$ cat src/rtl/pmem_pkg.sv
// Package: shared types and helpers for the parallel memory byte writer.
// Assumes: all users import it before declaring ports that use its types.
package pmem_pkg;

    typedef enum logic [1:0] {
        PH_IDLE  = 2'd0,
        PH_SETUP = 2'd1,
        PH_PULSE = 2'd2,
        PH_HOLD  = 2'd3
    } wr_phase_e;

    // Largest of three phase lengths, used to size the phase timer.
    function automatic int max3(input int a, input int b, input int c);
        int m;
        m = (a > b) ? a : b;
        return (m > c) ? m : c;
    endfunction

endpackage

$ cat src/rtl/pmem_wr_seq.sv
// Module: write-cycle sequencer. On start it steps through the setup, pulse
// and hold phases, each for a fixed number of clocks, then goes back to idle.
// Assumes: every phase length is at least 1; start is only raised in idle.
module pmem_wr_seq
    import pmem_pkg::*;
#(
    parameter int SETUP_CYC = 2,
    parameter int PULSE_CYC = 3,
    parameter int HOLD_CYC  = 1
) (
    input  logic      clk,
    input  logic      rst_n,
    input  logic      start,
    output wr_phase_e phase,
    output logic      done
);
    localparam int MAXC = max3(SETUP_CYC, PULSE_CYC, HOLD_CYC);
    localparam int CW   = (MAXC > 1) ? $clog2(MAXC) : 1;
    localparam logic [CW-1:0] LD_SETUP = CW'(SETUP_CYC - 1);
    localparam logic [CW-1:0] LD_PULSE = CW'(PULSE_CYC - 1);
    localparam logic [CW-1:0] LD_HOLD  = CW'(HOLD_CYC - 1);

    wr_phase_e     phase_q;
    logic [CW-1:0] left_q;
    logic          phase_end;

    assign phase_end = (left_q == '0);
    assign phase     = phase_q;
    assign done      = (phase_q == PH_HOLD) && phase_end;

    // Phase register and remaining-cycle timer.
    always_ff @(posedge clk) begin
        if (!rst_n) begin
            phase_q <= PH_IDLE;
            left_q  <= '0;
        end else begin
            unique case (phase_q)
                PH_IDLE: if (start) begin
                    phase_q <= PH_SETUP;
                    left_q  <= LD_SETUP;
                end
                PH_SETUP: if (phase_end) begin
                    phase_q <= PH_PULSE;
                    left_q  <= LD_PULSE;
                end else begin
                    left_q <= left_q - 1'b1;
                end
                PH_PULSE: if (phase_end) begin
                    phase_q <= PH_HOLD;
                    left_q  <= LD_HOLD;
                end else begin
                    left_q <= left_q - 1'b1;
                end
                PH_HOLD: if (phase_end) begin
                    phase_q <= PH_IDLE;
                end else begin
                    left_q <= left_q - 1'b1;
                end
                default: phase_q <= PH_IDLE;
            endcase
        end
    end

endmodule

$ cat src/rtl/pmem_addr_ctr.sv
// Module: byte address pointer with a sticky full flag. It steps once per
// finished write and stays at the top address once that address is written.
// Assumes: step is a one-cycle pulse at the end of each write cycle.
module pmem_addr_ctr #(
    parameter int ADDR_W = 23
) (
    input  logic              clk,
    input  logic              rst_n,
    input  logic              step,
    output logic [ADDR_W-1:0] addr,
    output logic              full
);
    localparam logic [ADDR_W-1:0] TOP = '1;

    // Advance the pointer, or mark the memory full at the top address.
    always_ff @(posedge clk) begin
        if (!rst_n) begin
            addr <= '0;
            full <= 1'b0;
        end else if (step) begin
            if (addr == TOP) full <= 1'b1;
            else             addr <= addr + 1'b1;
        end
    end

endmodule

$ cat src/rtl/pmem_byte_writer.sv
// Module: top of the streaming byte writer. It accepts bytes while idle,
// latches each one, runs a timed write cycle on the memory strobes and keeps
// the overrun flag. Output enable is tied inactive.
// Assumes: in_valid is a one-cycle strobe per byte; the pad cell outside
// the block applies mem_dq_oe.
module pmem_byte_writer
    import pmem_pkg::*;
#(
    parameter int ADDR_W    = 23,
    parameter int DATA_W    = 8,
    parameter int SETUP_CYC = 2,
    parameter int PULSE_CYC = 3,
    parameter int HOLD_CYC  = 1
) (
    input  logic              clk,
    input  logic              rst_n,
    input  logic              in_valid,
    input  logic [DATA_W-1:0] in_byte,
    output logic              busy,
    output logic              overrun,
    output logic              full,
    output logic [ADDR_W-1:0] mem_addr,
    output logic [DATA_W-1:0] mem_dq_o,
    output logic              mem_dq_oe,
    output logic              mem_ce_n,
    output logic              mem_we_n,
    output logic              mem_oe_n
);
    wr_phase_e         phase;
    logic              done;
    logic              accept;
    logic [DATA_W-1:0] data_q;
    logic              ovr_q;

    assign busy   = (phase != PH_IDLE);
    assign accept = in_valid && !busy && !full;

    pmem_wr_seq #(
        .SETUP_CYC(SETUP_CYC),
        .PULSE_CYC(PULSE_CYC),
        .HOLD_CYC (HOLD_CYC)
    ) u_seq (
        .clk  (clk),
        .rst_n(rst_n),
        .start(accept),
        .phase(phase),
        .done (done)
    );

    pmem_addr_ctr #(
        .ADDR_W(ADDR_W)
    ) u_addr (
        .clk  (clk),
        .rst_n(rst_n),
        .step (done),
        .addr (mem_addr),
        .full (full)
    );

    // Latch the accepted byte for the whole write cycle.
    always_ff @(posedge clk) begin
        if (!rst_n)      data_q <= '0;
        else if (accept) data_q <= in_byte;
    end

    // Sticky overrun: a byte arrived while a write was in progress.
    always_ff @(posedge clk) begin
        if (!rst_n)                ovr_q <= 1'b0;
        else if (in_valid && busy) ovr_q <= 1'b1;
    end

    // Strobe and pad-enable decode from the current phase.
    always_comb begin
        mem_ce_n  = (phase != PH_PULSE);
        mem_we_n  = (phase != PH_PULSE);
        mem_dq_oe = busy;
        mem_oe_n  = 1'b1;
    end

    assign mem_dq_o = data_q;
    assign overrun  = ovr_q;

endmodule

$ cat config.mk
export PLATFORM = sky130hd
export DESIGN_NAME = pmem_byte_writer
export DESIGN_NICKNAME = d
export VERILOG_FILES = /design/src/rtl/pmem_pkg.sv /design/src/rtl/pmem_wr_seq.sv /design/src/rtl/pmem_addr_ctr.sv /design/src/rtl/pmem_byte_writer.sv
export SDC_FILE = /design/constraint.sdc
export NUM_CORES = 1
export LEC_CHECK = 0
export BUFFER_PORTS_ARGS = -buffer_cell sky130_fd_sc_hd__buf_2
export CAP_MARGIN = 20
export CORE_MARGIN = 4
export CORE_UTILIZATION = 52
export DETAILED_ROUTE_END_ITERATION = 7
export PLACE_DENSITY = 0.79
export SLEW_MARGIN = 40
export SYNTH_ARGS = -nofsm -noshare
export SYNTH_HDL_FRONTEND = slang
export SYNTH_SLANG_ARGS = --single-unit
$ cat constraint.sdc
create_clock -name clk -period 2.6 [get_ports clk]
set_clock_uncertainty 0.1 [all_clocks]
set_input_delay 0 -clock clk [delete_from_list [all_inputs] [get_ports clk]]
set_output_delay 0 -clock clk [all_outputs]
set_load 0.01 [all_outputs]
-- Word level (Yosys, flattened, before mapping)
Index checks and enable logic that the tools add are counted.
- equal/unequal tests: 10
- add/subtract/negate cells: 2
- bitwise logic cells: 1
- reductions and logical operators: 13
- muxes and demuxes: 9
- operator list (cell ; count):
    $add 23x1->23 const B ; 1
    $eq 23x23->1 const B ; 1
    $pmux 2 s4 ; 2
    $mux 2 ; 7
    $ne 2x1->1 const B ; 3
    $ne 2x2->1 const B ; 3
    $reduce_and 2->1 ; 3
    $eq 2x2->1 const B ; 2
    $logic_and 1x1->1 ; 4
    $logic_not 2->1 ; 2
    $reduce_and 4->1 ; 1
    $eq 2x1->1 const B ; 1
    $logic_not 1->1 ; 2
    $reduce_bool 2->1 ; 1
    $sub 2x1->2 const B ; 1
    $not 1->1 ; 1
- word-level logic and storage cells: 41
- input bits: 11
- output and inout port bits: 38
- bits in registers: 37

-- Logic depth before layout (Yosys ltp)
Gate-level depths: netlist of the first run.
- depth in word-level cells: 6
- depth in mapped cells: 8
- mapped depth without buffers: 7

-- By module
From an unflattened synthesis of the first run, not the netlist that was laid out.
- cell total of the unflattened synthesis: 222
- area total of the unflattened synthesis: 1978.1 um2
- by module, submodules not included (module ; instances ; cells each ; sequential area each (um2) ; area each (um2)):
    pmem_addr_ctr ; 1 ; 138 ; 480.5 ; 1214.9
    pmem_byte_writer ; 1 ; 45 ; 180.2 ; 410.4
    pmem_wr_seq ; 1 ; 39 ; 80.1 ; 352.8

-- Worst setup path before layout of the first run
OpenSTA, ideal clock, no wires.
- path type: flip-flop to flip-flop
- from: register u_addr.addr[0]
- to: register u_addr.addr[5]
- required time: 2429 ps
- clock period less this slack: 1946 ps
- arrival time: 1775 ps
- library setup time: 71 ps
- path slack: 654 ps
- buffers on the path: 1
- cell stages (with the launch flop): 8
- cells stage by stage: dfxtp_1 > ha_1 > and4_4 > and4_4 > a21o_1 > buf_6 > or4_1 > a21oi_1
- longest elaborated chain between the ends: 3
- elaborated cells between the ends (all ways): 4
- classes of those cells: add/sub (1); eq/ne (1); bitwise (1); reduce/logical (1)
- ends and longest elaborated chain (element ; line ; source):
    start, declared ; pmem_addr_ctr.sv:10 ; output logic [ADDR_W-1:0] addr,
    start signal, assigned ; pmem_addr_ctr.sv:22 ; else addr <= addr + 1'b1;
    parallel branches: the longest is 3 deep, another holds $add 23x1->23 ; -- ;
Parallel ways; which one is timed is not known.
A chain may end at the register's enable or synchronous reset.

-- Worst setup path in the final report of the first run
- from: register u_seq.phase_q[1], in the netlist u_seq.phase[1]
- to: register u_addr.addr[17]
- longest elaborated chain between the ends: 3
- ends and longest elaborated chain (element ; line ; source):
    start, declared ; pmem_wr_seq.sv:23 ; wr_phase_e phase_q;
    start signal, assigned ; pmem_wr_seq.sv:34 ; phase_q <= PH_IDLE;
    start signal, assigned ; pmem_wr_seq.sv:39 ; phase_q <= PH_SETUP;
    start signal, assigned ; pmem_wr_seq.sv:43 ; phase_q <= PH_PULSE;
    $eq 2x2->1 ; pmem_wr_seq.sv:29 ; assign done = (phase_q == PH_HOLD) && phase_end;
    $logic_and 1x1->1 ; pmem_wr_seq.sv:29 ;
    $reduce_and 2->1 (no source line) ; -- ;
No other way between the ends.

==> out/qor.txt, run 1 <==
Slew @ Worst Pin - 0.672 ns
met3 Use GR - 5.58%
initial core utilization - 55.5%
Post-Synth Simple-Gate Area - 26.1%
n_diodes - 0
fraction of registers with async set/reset - 0%
FF+latch count, synth - 37
crit-path max FO - 7
RSZ-0062 raised after global routing - no
hold-fix buffers at CTS - 10
Post-synth EDFFs - 0
Compound-Gate Fraction of Synth Area - 12.9%
Placed Instance Area - 2140 um2
clk buf depth - 2
VDD IR max - 0.361 mV
Synth warnings - 0
vias in the first global route - 1533
adder-cell area share of the yosys netlist - 5.94%
drt drc - 0
grt met2 use - 30.8%
crit path DAT - 2.22 ns
pin count of the biggest net entering global routing - 21
Power Dens Cells - 568 nW/um2
layout cells sized above 1 - 25.6%
first-pass GRT wire length - 6890 um
top-count cell post-synth - dfxtp_1
CORE AREA - 3420 um2
Post-synth top cells - 37 x dfxtp_1, 22 x nor2_1, 18 x nand2_1
GR Util All Layers - 19.8%
CTS Root Cell - clkbuf_4
Fmax achieved - 482 MHz
P&R area growth vs syn - 21.3%
gpl congestion - 0.794
Setup violations, final - 0
Clock Sinks - 37
mux cell area share after synthesis - 7.39%
Fillers - 293
setup tns final - 0 ns
Final Hold Vio Count - 0
initial antenna violation count - 0
GR peak layer - met2
die outline width - 68.4 um
FP Rows - 21
Clk pin slew, worst setup/hold paths - 0.11 ns
vias - 1699
syn_nets - 232
commonest register cell after synthesis - dfxtp_1
TritonCTS clock tree - built
area leader, netlist - dfxtp_1
TritonCTS Buffers - 5
Die Ht - 68.4 um
main combinational cell family by area after synthesis - simple AND/OR/NAND/NOR gates
Worst EP required - 2.75 ns
final instance area - 2300 um2
routing usage on met1 - 26.0%
post-CTS resize count - 0
outcome - finished, final reports clean
crit end category - register
fin nets - 289
Static Leak - 1.03 nW
Max-slew headroom - 54.8%
Mapped Area - 1900 um2
post-route ant nets - 0
area of the multi-input gates - 1060 um2
Detailed Routing Iterations Pass 1 - 5
count of cell types in the netlist - 48
final period utilization - 79.8%
Synth Area per Inst - 8.94 um2
Final min period - 2.08 ns
top-area cell type share of the netlist area - 39.1%
final hold slack - 0.308 ns
# Post-CTS Setup Buffers - 0
vias per inst - 5.38
Reg area - 741 um2
port buffer count - 47
IO Count - 49
CP Launch Type - register
grt total ovfl - 0
later-pin clock latency in the skew report - 0.35 ns
critical path class - reg -> reg
final WL - 4190 um
HP Class - in -> reg
initial DRC count - 73
Syn Inst Count - 212
max_cap viols - 0
XOR/XNOR Fraction of Synth Area - 3.23%
top post-synthesis cells by area - dfxtp_1 39%, mux2i_1 7.4%, ha_1 5.9%, nor2_1 4.4%, nand2_1 3.6%
H-Tree Depth - 2
die area - 4680 um2
register area share after synthesis - 39.1%
max-slew violation total from the final report - 0
DP HPWL - 2990 um
DR WL/cell - 13.2 um
-- where the power goes --
group / switching, W / leakage (nW) / internal (W) / total, W
logic: 0.000207 / 0.698 / 0.000160 / 0.000367
clock network: 0.000191 / 0.0310 / 0.000102 / 0.000293
registers: 0.0000303 / 0.300 / 0.000616 / 0.000646
-- cell families (layout without fill, tap and decap cells) --
family / count (synthesis) / in the layout
mux: 14 / 14
flops: 37 / 37
xor+xnor: 7 / 7
fa+ha+maj: 9 / 9
compound gates: 35 / 35
simple gates: 90 / 90
buf+inv: 19 / 77
other cells: 1 / 1
-- stage by stage --
| stage | setup WS [ns] | total power, W | util, % | instances |
|---|---|---|---|---|
| after floorplan | 0.654 | 0.000919 | - | 212 |
| after global placement | 0.581 | 0.00100 | 62.8 | 298 |
| after detailed placement | 0.540 | 0.00101 | 62.8 | 298 |
| after CTS | 0.530 | 0.00132 | 67.3 | 316 |
| after global routing | 0.344 | 0.00140 | 67.3 | 316 |
| final | 0.525 | 0.00131 | 67.3 | 316 |
-- critical path: stages (launching register included) --
cell and delay (ns):
dfxtp_1 0.39, ha_1 0.27, and4_2 0.29, nand3_2 0.10, a2111oi_4 0.51, nand4_1 0.18
mux2i_1 0.14
-- flip-flops by register name, summed over array words and instances (netlist names) --
| register | flops |
|---|---|
| u_addr.addr | 23 |
| mem_dq_o | 8 |
| u_seq.left_q | 2 |
| u_seq.phase | 2 |
| overrun | 1 |
| u_addr.full | 1 |
-- worst paths after layout --
| check | to | startpoint | depth (start not counted) | slack, ns |
|---|---|---|---|---|
| worst max-delay path | u_addr.addr[17] | u_seq.phase[1] | 6 | 0.52 |
| worst min-delay path | mem_dq_o[6] | in_byte[6] | 4 | 0.31 |
| worst max register to register | u_addr.addr[17] | u_seq.phase[1] | 6 | 0.52 |
| worst min register to register | mem_dq_o[1] | mem_dq_o[1] | 2 | 0.40 |
-- cells in the final DEF (no fill, tap or decap), drive strengths merged, types with 2 or more instances in the layout --
master | synthesis | layout
buf | 5 | 49
dfxtp | 37 | 37
nor2 | 22 | 22
nand2 | 18 | 18
mux2i | 14 | 14
a21oi | 12 | 12
dlygate4sd3 | 0 | 10
inv | 9 | 9
ha | 9 | 9
nand3 | 9 | 9
xnor2 | 7 | 7
nor3 | 7 | 7
nand4 | 6 | 6
o21ai | 6 | 6
clkbuf | 3 | 5
nor4 | 5 | 5
nand2b | 4 | 4
o21a | 4 | 4
and3 | 4 | 4
and4 | 4 | 4
or3 | 3 | 3
o31a | 3 | 3
clkinv | 1 | 3
nand3b | 2 | 2
a211oi | 2 | 2
and2 | 2 | 2
-- per-layer routing --
layer	share of wire (%)	vias up
li1	-	869
met4	1.4	0
met2	44	50
met3	6.8	7
met1	48	773
met5	0	-
-- layout make-up --
cell class	instances	area share, %
multi-input cells	156	46.0
repair buffers	59	15.2
flip-flops and latches	37	32.2
inverters	10	1.63
clock inverters	3	0.762
clock buffers	5	1.63
well taps	46	2.50
Power figures use the tool's default switching activity.
==> run 2: changes to the inputs <==
--- a/config.mk
+++ b/config.mk
@@ -5,10 +5,11 @@
 export SDC_FILE = /design/constraint.sdc
 export NUM_CORES = 1
 export LEC_CHECK = 0
+export ABC_AREA = 1
 export BUFFER_PORTS_ARGS = -buffer_cell sky130_fd_sc_hd__buf_2
 export CAP_MARGIN = 20
 export CORE_MARGIN = 4
-export CORE_UTILIZATION = 52
+export CORE_UTILIZATION = 53
 export DETAILED_ROUTE_END_ITERATION = 7
 export PLACE_DENSITY = 0.79
 export SLEW_MARGIN = 40
==> constraint.sdc (replaced) <==
create_clock -name clk -period 2.01 [get_ports clk]
set_clock_uncertainty 0.1 [all_clocks]
set_input_delay 0 -clock clk [delete_from_list [all_inputs] [get_ports clk]]
set_output_delay 0 -clock clk [all_outputs]
set_load 0.01 [all_outputs]
==> out/qor.txt, run 2 <==
vias in the first global route - 1921 (was 1533)
register area share after synthesis - 35.2% (was 39.1%)
drt drc - 0 (unchanged)
H-Tree Depth - 2 (unchanged)
final hold slack - 0.388 ns (was 0.308 ns)
P&R area growth vs syn - 20.7% (was 21.3%)
max reg flops - 23 (unchanged)
XOR/XNOR Fraction of Synth Area - 0.416% (was 3.23%)
clk buf depth - 2 (unchanged)
port buffer count - 47 (unchanged)
Power Dens Cells - 772 nW/um2 (was 568 nW/um2)
post-route ant nets - 0 (unchanged)
vias - 2091 (was 1699)
HP Class - reg -> reg (was in -> reg)
RSZ-0062 raised after global routing - no (unchanged)
commonest cells after routing, fill and taps aside - 60 x nand2_1, 60 x nor2_1, 47 x buf_2 (was 47 x buf_2, 37 x dfxtp_1, 22 x nor2_1)
Max stage delay on crit path - 0.39 ns (was 0.51 ns)
clock share of power - 25.8% (was 22.4%)
Worst path slowest cell - dfxtp_1 (was a2111oi_4)
Final min period - 1.79 ns (was 2.08 ns)
Clock Sinks - 37 (unchanged)
Switching Fraction - 34.2% (was 32.8%)
VDD IR max - 0.699 mV (was 0.361 mV)
FF+latch count, synth - 37 (unchanged)
Compound-Gate Fraction of Synth Area - 9.33% (was 12.9%)
DP HPWL - 3570 um (was 2990 um)
n_diodes - 0 (unchanged)
Worst EP required - 2.09 ns (was 2.75 ns)
die outline width - 71.0 um (was 68.4 um)
Largest Register - u_addr.addr (unchanged)
TritonCTS Buffers - 5 (unchanged)
main combinational cell family by area after synthesis - simple AND/OR/NAND/NOR gates (unchanged)
CP bufs+invs - 1 (was 0)
GR Util All Layers - 20.5% (was 19.8%)
adder-cell area share of the yosys netlist - 5.35% (was 5.94%)
CP Launch Type - register (unchanged)
commonest register cell after synthesis - dfxtp_1 (unchanged)
final worst slack - 0.216 ns (was 0.525 ns)
Setup violations, final - 0 (unchanged)
count of cell types in the netlist - 28 (was 48)
top-area cell type share of the netlist area - 35.2% (was 39.1%)
area leader, netlist - dfxtp_1 (unchanged)
final instance area - 2540 um2 (was 2300 um2)
Synth warnings - 0 (unchanged)
FP Rows - 22 (was 21)
mux cell area share after synthesis - 0% (was 7.39%)
Seq pwr share - 44.5% (was 49.5%)
Switching Power - 0.000670 W (was 0.000428 W)
layout cells sized above 1 - 21.9% (was 25.6%)
Placed Instance Area - 2350 um2 (was 2140 um2)
crit path DAT - 1.87 ns (was 2.22 ns)
Detailed Routing Iterations Pass 1 - 5 (unchanged)
Worst path most repeated cell - nor3_1
placed insts - 396 (was 298)
Fmax achieved - 558 MHz (was 482 MHz)
crit end category - register (unchanged)
CP cell instances - inv_1 -> ha_1 -> or2_2 -> o21bai_1 -> nand2_1 -> nor3_1 -> nor3_1 (was ha_1 -> and4_2 -> nand3_2 -> a2111oi_4 -> nand4_1 -> mux2i_1)
later-pin clock latency in the skew report - 0.30 ns (was 0.35 ns)
dpl ws - 0.182 ns (was 0.540 ns)
IO Count - 49 (unchanged)
TritonCTS clock tree - built (unchanged)
# Post-CTS Setup Buffers - 0 (unchanged)
initial core utilization - 56.2% (was 55.5%)
fraction of registers with async set/reset - 0% (unchanged)
vias per inst - 5.05 (was 5.38)
CORE AREA - 3740 um2 (was 3420 um2)
max-slew violation total from the final report - 0 (unchanged)
final period utilization - 89.2% (was 79.8%)
Post-synth EDFFs - 0 (unchanged)
Worst path top cell family by delay - simple AND/OR/NAND/NOR gates (unchanged)
die area - 5040 um2 (was 4680 um2)
Post-synth top cells - 60 x nand2_1, 60 x nor2_1, 37 x dfxtp_1 (was 37 x dfxtp_1, 22 x nor2_1, 18 x nand2_1)
Mapped Area - 2100 um2 (was 1900 um2)
Final Hold Vio Count - 0 (unchanged)
first-pass GRT wire length - 8390 um (was 6890 um)
syn_nets - 326 (was 232)
Clk pin slew, worst setup/hold paths - 0.07 ns (was 0.11 ns)
internal power - 0.00129 W (was 0.000878 W)
gpl congestion - 0.876 (was 0.794)
setup tns final - 0 ns (unchanged)
Comb power frac - 29.7% (was 28.1%)
Static Leak - 1.17 nW (was 1.03 nW)
Synth Area per Inst - 6.88 um2 (was 8.94 um2)
outcome - finished, final reports clean (unchanged)
Die Ht - 71.0 um (was 68.4 um)
crit-path max FO - 4 (was 7)
Post-Synth Simple-Gate Area - 40.5% (was 26.1%)
pin count of the biggest net entering global routing - 24 (was 21)
non-filler cells, final - 414 (was 316)
fin nets - 385 (was 289)
initial DRC count - 152 (was 73)
initial antenna violation count - 0 (unchanged)
final WL - 4990 um (was 4190 um)
DR WL/cell - 12.0 um (was 13.2 um)
critical path class - reg -> reg (unchanged)
grt total ovfl - 0 (unchanged)
max_cap viols - 0 (unchanged)
CTS Root Cell - clkbuf_8 (was clkbuf_4)
Syn Inst Count - 306 (was 212)
top post-synthesis cells by area - dfxtp_1 35%, nand2_1 11%, nor2_1 11%, nand3_1 6.7%, a21oi_1 5.5% (was dfxtp_1 39%, mux2i_1 7.4%, ha_1 5.9%, nor2_1 4.4%, nand2_1 3.6%)
[run 2: what timing repair did]
| action | in CTS | in global routing |
|---|---|---|
| gates resized for setup | 0 | 2 |
| setup endpoints to repair | 0 | 7 |
| hold endpoints to repair | 14 | 0 |
| hold buffers | 10 | 0 |
[run 2: metal layers]
layer	global-route usage [%]	share of wire, %	routed length (um)
met3	6.25	6.8	340
met4	7.10	1.0	52
met5	0	0	0
met2	34.1	48	2380
met1	25.0	44	2220
[run 2: worst paths after layout]
check	cells after the start	slack, ns	startpoint	to
setup reg to reg	7	0.22	u_seq.phase[0]	u_seq.phase[0]
setup / recovery	7	0.22	u_seq.phase[0]	u_seq.phase[0]
hold / removal	2	0.39	mem_dq_o[1]	mem_dq_o[1]
hold reg to reg	2	0.39	mem_dq_o[1]	mem_dq_o[1]
[run 2: power by group through the flow]
stage               Combinational (W)  Clock (W)  Sequential (W)
global route                 0.000672   0.000537        0.000883
detailed placement           0.000567          0        0.000886
global placement             0.000555          0        0.000884
finish                       0.000582   0.000505        0.000873
floorplan                    0.000401          0        0.000903
CTS                          0.000585   0.000514        0.000871
[run 2: cells by family (layout without fill, tap and decap cells)]
| kind of cell | after synthesis | after routing |
|---|---|---|
| flops | 37 | 37 |
| xor+xnor | 1 | 1 |
| buf+inv | 39 | 99 |
| fa+ha+maj | 9 | 9 |
| compound gates | 38 | 38 |
| other cells | 1 | 1 |
| simple gates | 181 | 181 |
[run 2: area by class of cell]
cell class	instances	area (um2)
Clock buffer	6	72.6
Tap cell	48	60.1
Timing Repair Buffer	60	358
Sequential cell	37	742
Inverter	31	116
Fill cell	324	1200
Multi-Input combinational cell	230	1180
Clock inverter	2	10.0
[run 2: metrics by stage]
step / total power, W / utilization (%)
2_1_floorplan: 0.00130 / -
3_3_place_gp: 0.00144 / 62.7
3_5_place_dp: 0.00145 / 62.7
4_1_cts: 0.00197 / 67.6
5_1_grt: 0.00209 / 67.8
6_report: 0.00196 / 67.8
[run 2: worst register-to-register path, delay by kind of cell (launching register included)]
kind | cells | cell delay (ns)
fa+ha+maj | 1 | 0.25
compound gates | 1 | 0.19
flops | 1 | 0.39
buf+inv | 1 | 0.10
simple gates | 4 | 0.66
==> run 3: changes to the inputs <==
--- a/config.mk
+++ b/config.mk
@@ -9,9 +9,8 @@
 export BUFFER_PORTS_ARGS = -buffer_cell sky130_fd_sc_hd__buf_2
 export CAP_MARGIN = 20
 export CORE_MARGIN = 4
-export CORE_UTILIZATION = 53
+export CORE_UTILIZATION = 40
 export DETAILED_ROUTE_END_ITERATION = 7
-export PLACE_DENSITY = 0.79
 export SLEW_MARGIN = 40
 export SYNTH_ARGS = -nofsm -noshare
 export SYNTH_HDL_FRONTEND = slang
==> out/qor.txt, run 3 (synthesis gave the netlist of run 2 again) <==
max-slew violation total from the final report - 0 (unchanged)
critical path class - reg -> reg (unchanged)
VDD IR max - 0.574 mV (was 0.699 mV)
WHS Path Cells - 2 (unchanged)
vias per inst - 4.79 (was 5.05)
pin count of the biggest net entering global routing - 29 (was 24)
TritonCTS Buffers - 5 (unchanged)
later-pin clock latency in the skew report - 0.28 ns (was 0.30 ns)
layout cells sized above 1 - 22.2% (was 21.9%)
CP cell instances - ha_1 -> inv_1 -> nor2_4 -> nand2_2 -> nor2_4 -> nand2_4 -> nand2_1 -> nand2_1 -> a21oi_1 (was inv_1 -> ha_1 -> or2_2 -> o21bai_1 -> nand2_1 -> nor3_1 -> nor3_1)
CTS Root Cell - clkbuf_8 (unchanged)
final WL - 5160 um (was 4990 um)
DP HPWL - 3750 um (was 3570 um)
max reg flops - 23 (unchanged)
RR Startpoint - u_addr.addr[0] (was u_seq.phase[0])
TritonCTS clock tree - built (unchanged)
Worst EP required - 2.12 ns (was 2.09 ns)
drt drc - 0 (unchanged)
CP Launch Type - register (unchanged)
crit path DAT - 1.92 ns (was 1.87 ns)
initial core utilization - 41.2% (was 56.2%)
fin nets - 388 (was 385)
setup tns final - 0 ns (unchanged)
HP Class - reg -> reg (unchanged)
post-route ant nets - 0 (unchanged)
initial DRC count - 103 (was 152)
die area - 6490 um2 (was 5040 um2)
total power - 0.00211 W (was 0.00196 W)
die outline width - 80.5 um (was 71.0 um)
Largest Register - u_addr.addr (unchanged)
Die Ht - 80.5 um (was 71.0 um)
gpl congestion - 0.849 (was 0.876)
# Post-CTS Setup Buffers - 0 (unchanged)
Fmax achieved - 552 MHz (was 558 MHz)
FP Rows - 26 (was 22)
Detailed Routing Iterations Pass 1 - 4 (was 5)
Final min period - 1.81 ns (was 1.79 ns)
clk buf depth - 2 (unchanged)
commonest cells after routing, fill and taps aside - 60 x nand2_1, 60 x nor2_1, 47 x buf_2 (unchanged)
WHS Endpoint - mem_dq_o[2] (was mem_dq_o[1])
P&R area growth vs syn - 24.6% (was 20.7%)
Static Leak - 1.20 nW (was 1.17 nW)
initial antenna violation count - 0 (unchanged)
Power Dens Cells - 806 nW/um2 (was 772 nW/um2)
crit-path max FO - 17 (was 4)
non-filler cells, final - 439 (was 414)
H-Tree Depth - 2 (unchanged)
RSZ-0062 raised after global routing - no (unchanged)
Clk pin slew, worst setup/hold paths - 0.07 ns (about the same)
first-pass GRT wire length - 8650 um (was 8390 um)
R2R Path End - u_addr.addr[10] (was u_seq.phase[0])
reg-to-reg setup timing slack - 0.20 ns (was 0.22 ns)
GR Util All Layers - 16.9% (was 20.5%)
DR WL/cell - 11.8 um (was 12.0 um)
Clock Sinks - 37 (unchanged)
Reg2Reg Depth - 9 (was 7)
crit end category - register (unchanged)
final period utilization - 90.1% (was 89.2%)
Final Hold Vio Count - 0 (unchanged)
vias in the first global route - 1951 (was 1921)
n_diodes - 0 (unchanged)
Max stage delay on crit path - 0.42 ns (was 0.39 ns)
IO Count - 49 (unchanged)
outcome - finished, final reports clean (unchanged)
HP Start - mem_dq_o[2] (was mem_dq_o[1])
grt total ovfl - 0 (unchanged)
Worst path slowest cell - dfxtp_1 (unchanged)
port buffer count - 47 (unchanged)
placed insts - 421 (was 396)
vias - 2103 (was 2091)
max_cap viols - 0 (unchanged)
Setup violations, final - 0 (unchanged)
CORE AREA - 5110 um2 (was 3740 um2)
## run 3: cell count changes in the layout (fill, tap and decap cells not counted)
cell / before / now
buf_4: 3 / 6
clkinv_2: 2 / 0
bufinv_16: 0 / 1
clkbuf_8: 5 / 6
dfxtp_1: 36 / 37
dfxtp_2: 1 / 0
## run 3: stage by stage
stage                     worst slack [ns]  hold slack (ns)  cell area, um2  utilization (%)
after floorplan                      0.322           0.0447            2100                -
after global placement               0.241            0.150            2400             47.0
after detailed placement             0.198            0.161            2400             47.0
after CTS                            0.184            0.383            2620             51.2
after global routing                0.0304            0.414            2620             51.3
final                                0.199            0.384            2620             51.3
## run 3: metal layers
metal | GRT usage (%) | up-vias | part of all wire (%)
li1 | - | 1107 | -
met1 | 20.7 | 934 | 46
met2 | 28.4 | 53 | 47
met3 | 4.37 | 9 | 5.3
met4 | 6.08 | 0 | 1.5
met5 | 0 | - | 0
## run 3: layout make-up
| type | instances | area, um2 |
|---|---|---|
| Clock buffer | 7 | 86.3 |
| Clock inverter | 1 | 30.0 |
| Fill cell | 516 | 2480 |
| Inverter | 31 | 116 |
| Multi-Input combinational cell | 230 | 1180 |
| Sequential cell | 37 | 741 |
| Tap cell | 70 | 87.6 |
| Timing Repair Buffer | 63 | 380 |
## run 3: repair_timing
item,CTS,global route
hold buffers,10,0
endpoints found under the setup margin,0,1
resized for setup,0,1
hold endpoints to repair,14,0
## run 3: worst max-delay path, delay by kind of cell, from the launching register on
kind	cells	cell delay (ns)
adder cells (fa/ha/maj)	1	0.24
buffers and inverters	1	0.10
AND/OR/NAND/NOR	6	0.76
flip-flops	1	0.42
AO/OA/AOI/OAI	1	0.13
## run 3: worst max path at each step
stage / end / start / slack, ns
after floorplan: u_addr.addr[13] / u_addr.addr[0] / 0.32
after global placement: u_addr.addr[15] / u_addr.addr[1] / 0.24
after detailed placement: u_addr.addr[15] / u_addr.addr[0] / 0.20
after CTS: u_addr.addr[15] / u_addr.addr[0] / 0.18
after global routing: u_addr.addr[10] / u_addr.addr[0] / 0.03
final: u_addr.addr[10] / u_addr.addr[0] / 0.20
## run 3: report_power, final
part | total, W | internal (W) | switching (W)
sequential | 0.000872 | 0.000817 | 0.0000547
combinational | 0.000578 | 0.000233 | 0.000345
clock | 0.000664 | 0.000405 | 0.000259
